`src/rtl/risc_pkg.sv`:
```
package risc_pkg;

   localparam int unsigned WORD_W = 32;

   localparam logic [5:0] OPC_REG   = 6'h00;
   localparam logic [5:0] OPC_JUMP  = 6'h02;
   localparam logic [5:0] OPC_BREQ  = 6'h04;
   localparam logic [5:0] OPC_BRNE  = 6'h05;
   localparam logic [5:0] OPC_ADDI  = 6'h08;
   localparam logic [5:0] OPC_ORI   = 6'h0D;
   localparam logic [5:0] OPC_LUPR  = 6'h0F;
   localparam logic [5:0] OPC_LDW   = 6'h23;
   localparam logic [5:0] OPC_STW   = 6'h2B;

   localparam logic [5:0] FUN_SLL   = 6'h00;
   localparam logic [5:0] FUN_SRL   = 6'h02;
   localparam logic [5:0] FUN_SRA   = 6'h03;
   localparam logic [5:0] FUN_SLLV  = 6'h04;
   localparam logic [5:0] FUN_SRLV  = 6'h06;
   localparam logic [5:0] FUN_SRAV  = 6'h07;
   localparam logic [5:0] FUN_JREG  = 6'h08;
   localparam logic [5:0] FUN_ADD   = 6'h20;
   localparam logic [5:0] FUN_SUB   = 6'h22;
   localparam logic [5:0] FUN_AND   = 6'h24;
   localparam logic [5:0] FUN_OR    = 6'h25;
   localparam logic [5:0] FUN_XOR   = 6'h26;
   localparam logic [5:0] FUN_NOR   = 6'h27;

   typedef enum logic [3:0] {
      ALU_ADD, ALU_SUB, ALU_AND, ALU_OR, ALU_XOR, ALU_NOR,
      ALU_SHL, ALU_SHR, ALU_SAR, ALU_UPPER
   } alu_op_e;

   typedef enum logic [1:0] {
      BR_NONE, BR_EQ, BR_NE
   } br_kind_e;

   typedef struct packed {
      alu_op_e  alu_op;
      logic     b_is_imm;
      logic     imm_zext;
      logic     a_is_rt;
      logic     shamt_reg;
      logic     reg_we;
      logic     dst_rd;
      logic     mem_we;
      logic     mem_rd;
      logic     trap_ovf;
      br_kind_e br;
      logic     jump;
      logic     jump_reg;
   } ctrl_t;

endpackage

```
`src/rtl/risc_decode.sv`:
```
module risc_decode
   import risc_pkg::*;
(
   input  logic [WORD_W-1:0] instr,
   output ctrl_t             ctrl
);

   logic [5:0] opc;
   logic [5:0] fun;

   assign opc = instr[31:26];
   assign fun = instr[5:0];

   always_comb begin
      ctrl = '0;
      unique case (opc)
         OPC_REG: begin
            ctrl.dst_rd = 1'b1;
            unique case (fun)
               FUN_ADD: begin ctrl.alu_op = ALU_ADD; ctrl.reg_we = 1'b1; ctrl.trap_ovf = 1'b1; end
               FUN_SUB: begin ctrl.alu_op = ALU_SUB; ctrl.reg_we = 1'b1; ctrl.trap_ovf = 1'b1; end
               FUN_AND: begin ctrl.alu_op = ALU_AND; ctrl.reg_we = 1'b1; end
               FUN_OR:  begin ctrl.alu_op = ALU_OR;  ctrl.reg_we = 1'b1; end
               FUN_XOR: begin ctrl.alu_op = ALU_XOR; ctrl.reg_we = 1'b1; end
               FUN_NOR: begin ctrl.alu_op = ALU_NOR; ctrl.reg_we = 1'b1; end
               FUN_SLL: begin ctrl.alu_op = ALU_SHL; ctrl.a_is_rt = 1'b1; ctrl.reg_we = 1'b1; end
               FUN_SRL: begin ctrl.alu_op = ALU_SHR; ctrl.a_is_rt = 1'b1; ctrl.reg_we = 1'b1; end
               FUN_SRA: begin ctrl.alu_op = ALU_SAR; ctrl.a_is_rt = 1'b1; ctrl.reg_we = 1'b1; end
               FUN_SLLV: begin
                  ctrl.alu_op = ALU_SHL; ctrl.a_is_rt = 1'b1; ctrl.shamt_reg = 1'b1; ctrl.reg_we = 1'b1;
               end
               FUN_SRLV: begin
                  ctrl.alu_op = ALU_SHR; ctrl.a_is_rt = 1'b1; ctrl.shamt_reg = 1'b1; ctrl.reg_we = 1'b1;
               end
               FUN_SRAV: begin
                  ctrl.alu_op = ALU_SAR; ctrl.a_is_rt = 1'b1; ctrl.shamt_reg = 1'b1; ctrl.reg_we = 1'b1;
               end
               FUN_JREG: ctrl.jump_reg = 1'b1;
               default:  ctrl.dst_rd = 1'b1;
            endcase
         end
         OPC_ADDI: begin
            ctrl.alu_op = ALU_ADD; ctrl.b_is_imm = 1'b1; ctrl.reg_we = 1'b1; ctrl.trap_ovf = 1'b1;
         end
         OPC_ORI: begin
            ctrl.alu_op = ALU_OR; ctrl.b_is_imm = 1'b1; ctrl.imm_zext = 1'b1; ctrl.reg_we = 1'b1;
         end
         OPC_LUPR: begin
            ctrl.alu_op = ALU_UPPER; ctrl.b_is_imm = 1'b1; ctrl.reg_we = 1'b1;
         end
         OPC_LDW: begin
            ctrl.alu_op = ALU_ADD; ctrl.b_is_imm = 1'b1; ctrl.reg_we = 1'b1; ctrl.mem_rd = 1'b1;
         end
         OPC_STW: begin
            ctrl.alu_op = ALU_ADD; ctrl.b_is_imm = 1'b1; ctrl.mem_we = 1'b1;
         end
         OPC_BREQ: ctrl.br = BR_EQ;
         OPC_BRNE: ctrl.br = BR_NE;
         OPC_JUMP: ctrl.jump = 1'b1;
         default:  ctrl = '0;
      endcase
   end

endmodule

```
`src/rtl/risc_alu.sv`:
```
module risc_alu
   import risc_pkg::*;
#(
   parameter int unsigned W          = 32,
   parameter int unsigned SHIFT_IMPL = 1,
   localparam int unsigned SH_W      = $clog2(W)
) (
   input  alu_op_e         op,
   input  logic [W-1:0]    a,
   input  logic [W-1:0]    b,
   input  logic [SH_W-1:0] shamt,
   output logic [W-1:0]    y,
   output logic            ovf
);

   if (W < 4 || (W % 2) != 0) begin : g_bad_width
      $error("risc_alu: W must be even and at least 4");
   end
   if (SHIFT_IMPL > 1) begin : g_bad_impl
      $error("risc_alu: SHIFT_IMPL must be 0 or 1");
   end

   logic [W-1:0] shl_y, shr_y, sar_y;
   logic [W-1:0] sum, diff;
   logic         add_ovf, sub_ovf;

   if (SHIFT_IMPL == 0) begin : g_shift_op
      assign shl_y = a << shamt;
      assign shr_y = a >> shamt;
      assign sar_y = $signed(a) >>> shamt;
   end else begin : g_shift_barrel
      logic [W-1:0] l_st [SH_W+1];
      logic [W-1:0] r_st [SH_W+1];
      logic [W-1:0] s_st [SH_W+1];
      assign l_st[0] = a;
      assign r_st[0] = a;
      assign s_st[0] = a;
      for (genvar k = 0; k < SH_W; k++) begin : g_stage
         localparam int unsigned D = 1 << k;
         assign l_st[k+1] = shamt[k] ? {l_st[k][W-1-D:0], {D{1'b0}}} : l_st[k];
         assign r_st[k+1] = shamt[k] ? {{D{1'b0}}, r_st[k][W-1:D]}   : r_st[k];
         assign s_st[k+1] = shamt[k] ? {{D{a[W-1]}}, s_st[k][W-1:D]} : s_st[k];
      end
      assign shl_y = l_st[SH_W];
      assign shr_y = r_st[SH_W];
      assign sar_y = s_st[SH_W];
   end

   assign sum     = a + b;
   assign diff    = a - b;
   assign add_ovf = (a[W-1] == b[W-1]) && (sum[W-1]  != a[W-1]);
   assign sub_ovf = (a[W-1] != b[W-1]) && (diff[W-1] != a[W-1]);

   always_comb begin
      ovf = 1'b0;
      unique case (op)
         ALU_ADD:   begin y = sum;  ovf = add_ovf; end
         ALU_SUB:   begin y = diff; ovf = sub_ovf; end
         ALU_AND:   y = a & b;
         ALU_OR:    y = a | b;
         ALU_XOR:   y = a ^ b;
         ALU_NOR:   y = ~(a | b);
         ALU_SHL:   y = shl_y;
         ALU_SHR:   y = shr_y;
         ALU_SAR:   y = sar_y;
         ALU_UPPER: y = {b[W/2-1:0], {(W/2){1'b0}}};
         default:   y = '0;
      endcase
   end

endmodule

```
`src/rtl/risc_regfile.sv`:
```
module risc_regfile #(
   parameter int unsigned W     = 32,
   parameter int unsigned NREGS = 32,
   localparam int unsigned AW   = $clog2(NREGS)
) (
   input  logic          clk,
   input  logic          rst_n,
   input  logic [AW-1:0] ra_addr,
   output logic [W-1:0]  ra_data,
   input  logic [AW-1:0] rb_addr,
   output logic [W-1:0]  rb_data,
   input  logic          we,
   input  logic [AW-1:0] wa,
   input  logic [W-1:0]  wd
);

   if (NREGS < 2 || (1 << AW) != NREGS) begin : g_bad_depth
      $error("risc_regfile: NREGS must be a power of two, at least 2");
   end

   logic [W-1:0] mem [NREGS];

   always_ff @(posedge clk or negedge rst_n) begin
      if (!rst_n) begin
         for (int i = 0; i < NREGS; i++) mem[i] <= '0;
      end else if (we && (wa != '0)) begin
         mem[wa] <= wd;
      end
   end

   assign ra_data = mem[ra_addr];
   assign rb_data = mem[rb_addr];

   AST_ZERO_REG_READS_ZERO: assert property (@(posedge clk) disable iff (!rst_n)
      (ra_addr == '0) |-> (ra_data == '0));

   AST_WRITE_LANDS: assert property (@(posedge clk) disable iff (!rst_n)
      (we && (wa != '0)) |=> (mem[$past(wa)] == $past(wd)));

endmodule

```
`src/rtl/risc_core.sv`:
```
module risc_core
   import risc_pkg::*;
#(
   parameter logic [31:0]  RESET_PC   = 32'h0040_0000,
   parameter int unsigned  NREGS      = 32,
   parameter int unsigned  SHIFT_IMPL = 1
) (
   input  logic        clk,
   input  logic        rst_n,
   output logic [31:0] imem_addr,
   input  logic [31:0] imem_rdata,
   output logic [31:0] dmem_addr,
   output logic [31:0] dmem_wdata,
   output logic        dmem_we,
   input  logic [31:0] dmem_rdata,
   output logic        exc_overflow
);

   localparam int unsigned W    = WORD_W;
   localparam int unsigned AW   = $clog2(NREGS);
   localparam int unsigned SH_W = $clog2(W);
   localparam int unsigned HW   = W / 2;

   if (W != 32) begin : g_bad_word
      $error("risc_core: the instruction encoding needs a 32-bit word");
   end
   if (NREGS != 32) begin : g_bad_regs
      $error("risc_core: register fields are 5 bits, NREGS must be 32");
   end
   if (RESET_PC[1:0] != 2'b00) begin : g_bad_reset
      $error("risc_core: RESET_PC must be word aligned");
   end

   logic [W-1:0]    pc_q, pc_nxt, pc_plus4;
   logic [W-1:0]    instr;
   ctrl_t           ctrl;
   logic [AW-1:0]   f_rs, f_rt, f_rd, wa;
   logic [SH_W-1:0] f_shamt, sh_amt;
   logic [HW-1:0]   f_imm;
   logic [W-1:0]    rs_val, rt_val, imm_ext, alu_a, alu_b, alu_y, wb_data;
   logic [W-1:0]    br_target, jmp_target, jr_target;
   logic            alu_ovf, ovf_now, rf_we, taken, redirect, ovf_q;

   assign instr   = imem_rdata;
   assign f_rs    = instr[25:21];
   assign f_rt    = instr[20:16];
   assign f_rd    = instr[15:11];
   assign f_shamt = instr[10:6];
   assign f_imm   = instr[15:0];

   risc_decode u_decode (
      .instr (instr),
      .ctrl  (ctrl)
   );

   risc_regfile #(.W(W), .NREGS(NREGS)) u_regs (
      .clk     (clk),
      .rst_n   (rst_n),
      .ra_addr (f_rs),
      .ra_data (rs_val),
      .rb_addr (f_rt),
      .rb_data (rt_val),
      .we      (rf_we),
      .wa      (wa),
      .wd      (wb_data)
   );

   assign imm_ext = ctrl.imm_zext ? {{HW{1'b0}}, f_imm} : {{HW{f_imm[HW-1]}}, f_imm};
   assign alu_a   = ctrl.a_is_rt  ? rt_val : rs_val;
   assign alu_b   = ctrl.b_is_imm ? imm_ext : rt_val;
   assign sh_amt  = ctrl.shamt_reg ? rs_val[SH_W-1:0] : f_shamt;

   risc_alu #(.W(W), .SHIFT_IMPL(SHIFT_IMPL)) u_alu (
      .op    (ctrl.alu_op),
      .a     (alu_a),
      .b     (alu_b),
      .shamt (sh_amt),
      .y     (alu_y),
      .ovf   (alu_ovf)
   );

   assign ovf_now = ctrl.trap_ovf & alu_ovf;
   assign rf_we   = ctrl.reg_we & ~ovf_now;
   assign wa      = ctrl.dst_rd ? f_rd : f_rt;
   assign wb_data = ctrl.mem_rd ? dmem_rdata : alu_y;

   assign dmem_addr  = alu_y;
   assign dmem_wdata = rt_val;
   assign dmem_we    = ctrl.mem_we;

   assign pc_plus4   = pc_q + W'(4);
   assign br_target  = pc_plus4 + {imm_ext[W-3:0], 2'b00};
   assign jmp_target = {pc_plus4[W-1:28], instr[25:0], 2'b00};
   assign jr_target  = {rs_val[W-1:2], 2'b00};

   always_comb begin
      unique case (ctrl.br)
         BR_EQ:   taken = (rs_val == rt_val);
         BR_NE:   taken = (rs_val != rt_val);
         default: taken = 1'b0;
      endcase
   end

   assign redirect = taken | ctrl.jump | ctrl.jump_reg;

   always_comb begin
      if (ctrl.jump_reg)  pc_nxt = jr_target;
      else if (ctrl.jump) pc_nxt = jmp_target;
      else if (taken)     pc_nxt = br_target;
      else                pc_nxt = pc_plus4;
   end

   always_ff @(posedge clk or negedge rst_n) begin
      if (!rst_n) begin
         pc_q  <= RESET_PC;
         ovf_q <= 1'b0;
      end else begin
         pc_q  <= pc_nxt;
         ovf_q <= ovf_q | ovf_now;
      end
   end

   assign imem_addr    = pc_q;
   assign exc_overflow = ovf_q;

   AST_SEQUENTIAL_STEP: assert property (@(posedge clk) disable iff (!rst_n)
      !redirect |=> (pc_q == $past(pc_q) + W'(4)));

   AST_PC_WORD_ALIGNED: assert property (@(posedge clk) disable iff (!rst_n)
      pc_q[1:0] == 2'b00);

   AST_OVF_RAISES_FLAG: assert property (@(posedge clk) disable iff (!rst_n)
      ovf_now |=> exc_overflow);

   AST_OVF_FLAG_STICKY: assert property (@(posedge clk) disable iff (!rst_n)
      exc_overflow |=> exc_overflow);

   AST_STORE_NO_WRITEBACK: assert property (@(posedge clk) disable iff (!rst_n)
      dmem_we |-> !rf_we);

endmodule

```
`config.mk`:
```
export PLATFORM = sky130hd
export DESIGN_NAME = risc_core
export DESIGN_NICKNAME = d
export VERILOG_FILES = /design/src/rtl/risc_pkg.sv /design/src/rtl/risc_decode.sv /design/src/rtl/risc_alu.sv /design/src/rtl/risc_regfile.sv /design/src/rtl/risc_core.sv
export SDC_FILE = /design/constraint.sdc
export NUM_CORES = 2
export LEC_CHECK = 0
export BUFFER_PORTS_ARGS = -buffer_cell sky130_fd_sc_hd__buf_2
export CORE_ASPECT_RATIO = 1.1
export CORE_UTILIZATION = 45
export DETAILED_ROUTE_END_ITERATION = 8
export SETUP_SLACK_MARGIN = 0.1
export SLEW_MARGIN = 20
export SYNTH_ARGS = -nofsm -noshare
export SYNTH_HDL_FRONTEND = slang
export SYNTH_SLANG_ARGS = --single-unit
```
`constraint.sdc`:
```
create_clock -name clk -period 7.2 [get_ports clk]
set_input_delay 0.72 -clock clk [delete_from_list [all_inputs] [get_ports clk]]
set_output_delay 0.72 -clock clk [all_outputs]
set_load 0.02 [all_outputs]
```
==> out/summary.txt <==
PWR
-----------------------------------------------------------------------------------------------
Switching power as a share of total power                                                 34.4%
Power density over the cells                                                        217 nW/um^2
IR Drop Worst-Case VDD                                                                 0.222 mV
Pint                                                                                   0.0121 W
Sequential fraction of design power                                                       36.1%
Share of total power in combinational logic                                               28.8%
Clock network power share                                                                 35.1%
Leakage                                                                                 38.5 nW
Net switching power of the design                                                     0.00636 W

PLACED DESIGN
-----------------------------------------------------------------------------------------------
Last weighted congestion value of the routability-driven placer                            1.11
Port buffer count                                                                           161
Worst Setup Slack post-DPL                                                            -0.786 ns
Number of placed cells counting well taps                                                 9,565
Final HPWL DP                                                                            271 mm

SETUP PATH
-----------------------------------------------------------------------------------------------
Type of origin of the critical path                                                primary input
Crit-path max FO                                                                             17
Worst Path Arrival                                                                      6.50 ns
Endpoint type of the worst setup path                                                output pin
Class of the most critical setup path                                              primary input to output pin
Largest delay contributor family on the critical path                              compound AO/OA/AOI/OAI gates
Most common cell on crit path                                                      sky130_fd_sc_hd__buf_4
Largest stage delay on the critical path                                                0.73 ns
Data required time at the worst endpoint                                                6.48 ns
Worst-path cell with the longest stage delay                                       sky130_fd_sc_hd__nor2_1
Buffers and inverters on the worst path                                                       6
Cells along the critical path                                                      buf_16, buf_12, buf_4, mux4_2, a22o_1, a221oi_2, nand3_2, buf_4, nor2_1, o22a_1, o21ai_0, a21oi_2, o32ai_1, a2111oi_2, buf_4, nand2_1, buf_2

FINAL LAYOUT
-----------------------------------------------------------------------------------------------
Filler-free cell count of the finished design                                             9,811
Signed area change from the synthesized netlist to the final layout                       21.0%
Proportion of layout cells with a drive suffix above 1                                    29.7%
Final net count                                                                           7,832
Final core occ                                                                            55.1%

GRT
-----------------------------------------------------------------------------------------------
Number of global-route vias before repair                                                64,900
Wire length of the first global-routing pass                                             504 mm
Maximum number of pins on one net before global-route repair                                157
Global Route Usage Sum                                                                    45.4%
Initial antenna violation count                                                              21
Overflow left after global routing                                                            0

DIE
-----------------------------------------------------------------------------------------------
Area of the core region                                                            155,000 sq um
DIE HEIGHT                                                                               417 um
Die Width                                                                                379 um
Total Die Area                                                                     158,000 sq um
Top-level I/O count                                                                         164
Starting Density                                                                          45.6%
Cell row count                                                                              151

TIMING
-----------------------------------------------------------------------------------------------
Shortest period the worst path allows                                                   7.22 ns
Normalized max-slew margin                                                                15.4%
Worst hold-check slack                                                                 0.329 ns
Final setup vio count                                                                         1
Worst setup slack after layout                                                       -0.0172 ns
Transition time at the pin with the least slew margin                                   1.27 ns
Achievable frequency                                                                  0.139 GHz
Unrepaired setup endpoints after global routing                                            true
Final hold violation count                                                                    0
Post-Route Skew                                                                       0.0587 ns
Number of max-slew violations in the final report                                             0
Period utilisation layout                                                                  100%

CLOCK TREE
-----------------------------------------------------------------------------------------------
Clock buffer count from CTS                                                                 112
CTS tree                                                                                  built
Maximum root-to-sink buffer count                                                             3
Clock network latency to the later pin of the worst-skew pair                           0.80 ns
Clock input transition at the sequential cells of the worst setup and hold paths        0.05 ns
Number of clock sinks                                                                     1,055
Total number of H-tree levels                                                                 3
Root Driver                                                                        sky130_fd_sc_hd__clkbuf_16

STATUS
-----------------------------------------------------------------------------------------------
Outcome                                                                            finished, violations left
Violations in the final reports                                                    setup timing

JOB
-----------------------------------------------------------------------------------------------
Max-cap violation count                                                                       0

DETAILED ROUTING
-----------------------------------------------------------------------------------------------
Routed length per instance                                                              36.9 um
Total vias in the final route                                                            66,900
Wire length after detailed routing                                                       362 mm
Number of DRC violations after detailed-routing iteration 0                               8,964
Number of remaining DRC errors                                                                0
Number of detailed-route iterations in the first pass                                         8
Via count normalized by instance count                                                     6.82
Remaining antenna violation count after routing                                               0

MIN PATH
-----------------------------------------------------------------------------------------------
Hold WC Path Type                                                                  primary input to flip-flop

SYNTHESIS
-----------------------------------------------------------------------------------------------
Async SR Flop Fraction                                                                     100%
Synth Flop Type                                                                    sky130_fd_sc_hd__dfrtp_1
Gate Count Post-Synth                                                                     7,067
Number of enable-type register cells in the synthesized netlist                               0
Cell area after synthesis                                                          70,500 sq um
Number of unique standard cell types used by synthesis                                      112
Sequential area share after synthesis                                                     37.4%
Average instance area after synthesis                                                9.98 sq um
Syn. warnings                                                                                 0
Yosys reg bits                                                                            1,055

cells in the mapped netlist, types with 19 or more instances:
cell type / number / area (sq um)
sky130_fd_sc_hd__buf_1: 45 / 169
sky130_fd_sc_hd__o22ai_1: 55 / 344
sky130_fd_sc_hd__dfrtp_1: 1054 / 26400
sky130_fd_sc_hd__a31oi_1: 78 / 488
sky130_fd_sc_hd__buf_2: 135 / 676
sky130_fd_sc_hd__buf_6: 43 / 484
sky130_fd_sc_hd__o211ai_1: 56 / 420
sky130_fd_sc_hd__ha_1: 129 / 1610
sky130_fd_sc_hd__nand3_1: 171 / 856
sky130_fd_sc_hd__o2111ai_1: 21 / 184
sky130_fd_sc_hd__nor2_1: 368 / 1380
sky130_fd_sc_hd__clkbuf_1: 398 / 1490
sky130_fd_sc_hd__o31ai_1: 26 / 195
sky130_fd_sc_hd__and3_1: 39 / 244
sky130_fd_sc_hd__mux2i_1: 520 / 5200
sky130_fd_sc_hd__nor2b_1: 27 / 169
sky130_fd_sc_hd__buf_4: 47 / 353
sky130_fd_sc_hd__a21o_1: 38 / 285
sky130_fd_sc_hd__a22o_1: 40 / 350
sky130_fd_sc_hd__xnor2_1: 66 / 578
sky130_fd_sc_hd__a22oi_1: 270 / 2030
sky130_fd_sc_hd__nand2_1: 808 / 3030
sky130_fd_sc_hd__nor3_1: 73 / 365
sky130_fd_sc_hd__mux2_2: 456 / 5130
sky130_fd_sc_hd__o21a_1: 19 / 143
sky130_fd_sc_hd__a211oi_1: 73 / 548
sky130_fd_sc_hd__inv_1: 136 / 510
sky130_fd_sc_hd__nand4_1: 29 / 181
sky130_fd_sc_hd__and2_1: 29 / 181
sky130_fd_sc_hd__nand2b_1: 32 / 200
sky130_fd_sc_hd__o21ai_0: 698 / 3490
sky130_fd_sc_hd__a221oi_1: 65 / 569
sky130_fd_sc_hd__o21bai_1: 20 / 150
sky130_fd_sc_hd__xor2_1: 29 / 254
sky130_fd_sc_hd__a21oi_1: 267 / 1340
sky130_fd_sc_hd__o221ai_1: 21 / 184
sky130_fd_sc_hd__mux4_2: 317 / 7140
what timing repair did:
| action | 4_1_cts | 5_1_grt |
|---|---|---|
| gates cloned | 1 | 2 |
| pin swaps | 3 | 7 |
| hold buffers | 1 | 0 |
| buffers inserted | 3 | 13 |
| hold endpoints to repair | 67 | 0 |
| gates resized for setup | 27 | 54 |
| endpoints found under the setup margin | 20 | 641 |
metal layers:
| metal | up-vias | global-route usage, % | share of wire, % |
|---|---|---|---|
| li1 | 27500 | - | - |
| met1 | 33400 | 55.1 | 36 |
| met2 | 4687 | 66.9 | 43 |
| met3 | 1363 | 13.2 | 11 |
| met4 | 10 | 36.6 | 9.8 |
| met5 | - | 0 | 0.018 |
state kept, by name (all words and copies together), names as in the netlist:
register / flops
exc_overflow: 1
u_regs.mem: 1024
imem_addr: 30
cell type report:
class	instances	area, sq um
well taps	2065	2580
clock buffers	152	3190
multi-input cells	5184	41000
flip-flops and latches	1055	26400
inverters	158	601
clock inverters	56	888
repair buffers	1123	10600
fillers	13600	69400
diodes	18	45.0
worst paths after layout:
check                                   to  slack [ns]  cells after the start       startpoint
min in group asynchronous  u_regs.mem[118]        0.56                      2            rst_n
min                           imem_addr[5]        0.33                      3    imem_rdata[3]
max reg2reg                u_regs.mem[222]        0.63                     25  u_regs.mem[550]
min reg2reg                u_regs.mem[993]        0.40                      0  u_regs.mem[993]
max in group asynchronous  u_regs.mem[993]        4.59                      4            rst_n
max                          dmem_addr[21]       -0.02                     17   imem_rdata[16]
cells by family (layout without fill, tap and decap cells):
kind of cell | after synthesis | in the layout | share of synthesized area (%)
mux | 1296 | 1296 | 24.9
other cells | 1 | 20 | 0.00532
flops | 1055 | 1055 | 37.4
compound gates | 1949 | 1949 | 17.8
simple gates | 1710 | 1710 | 10.9
fa+ha+maj | 132 | 132 | 2.37
xor+xnor | 95 | 95 | 1.18
buf+inv | 829 | 1489 | 5.40
layout by cell type, fill, tap and decap left out, drive strengths merged, types with 24 or more instances in the layout:
master / synthesis / final
nand4: 34 / 34
mux2: 457 / 457
o31ai: 26 / 26
and3: 39 / 39
a31oi: 78 / 78
ha: 129 / 129
nand2: 808 / 808
mux4: 317 / 317
a22oi: 270 / 270
nor4: 24 / 24
a22o: 40 / 40
nor2: 369 / 369
o22ai: 55 / 55
nor2b: 27 / 27
a21o: 38 / 38
o21ai: 713 / 713
o211ai: 56 / 56
clkinv: 9 / 38
clkbuf: 399 / 154
a221oi: 67 / 67
xnor2: 66 / 66
a211oi: 77 / 77
nand2b: 32 / 32
xor2: 29 / 29
a21oi: 271 / 271
inv: 149 / 150
nand3: 174 / 174
dfrtp: 1054 / 1054
buf: 272 / 1119
mux2i: 522 / 522
nor3: 75 / 75
and2: 31 / 31
worst register-to-register path, delay by kind of cell, from the launching register on:
| kind | cells | cell delay (ns) |
|---|---|---|
| AND/OR/NAND/NOR | 9 | 2.05 |
| AO/OA/AOI/OAI | 7 | 1.74 |
| buffers and inverters | 6 | 1.11 |
| multiplexers | 2 | 0.91 |
| flip-flops | 1 | 0.44 |
| adder cells (fa/ha/maj) | 1 | 0.22 |
metrics by stage:
| step | area [sq um] | power (W) | setup TNS, ns |
|---|---|---|---|
| 2_1_floorplan | 70500 | 0.00947 | 0 |
| 3_3_place_gp | 80600 | 0.0118 | -197.22 |
| 4_1_cts | 84900 | 0.0183 | 0 |
| 3_5_place_dp | 80600 | 0.0118 | -192.33 |
| 5_1_grt | 85300 | 0.0190 | 0 |
| 6_report | 85300 | 0.0185 | -0.0172 |
power groups by stage:
| stage | clock (W) | sequential, W | combinational [W] |
|---|---|---|---|
| 6_report | 0.00648 | 0.00666 | 0.00533 |
| 2_1_floorplan | 0 | 0.00672 | 0.00274 |
| 4_1_cts | 0.00652 | 0.00664 | 0.00512 |
| 5_1_grt | 0.00674 | 0.00670 | 0.00557 |
| 3_5_place_dp | 0 | 0.00675 | 0.00507 |
| 3_3_place_gp | 0 | 0.00673 | 0.00504 |
Note: power is estimated with default switching activity, not from simulation.
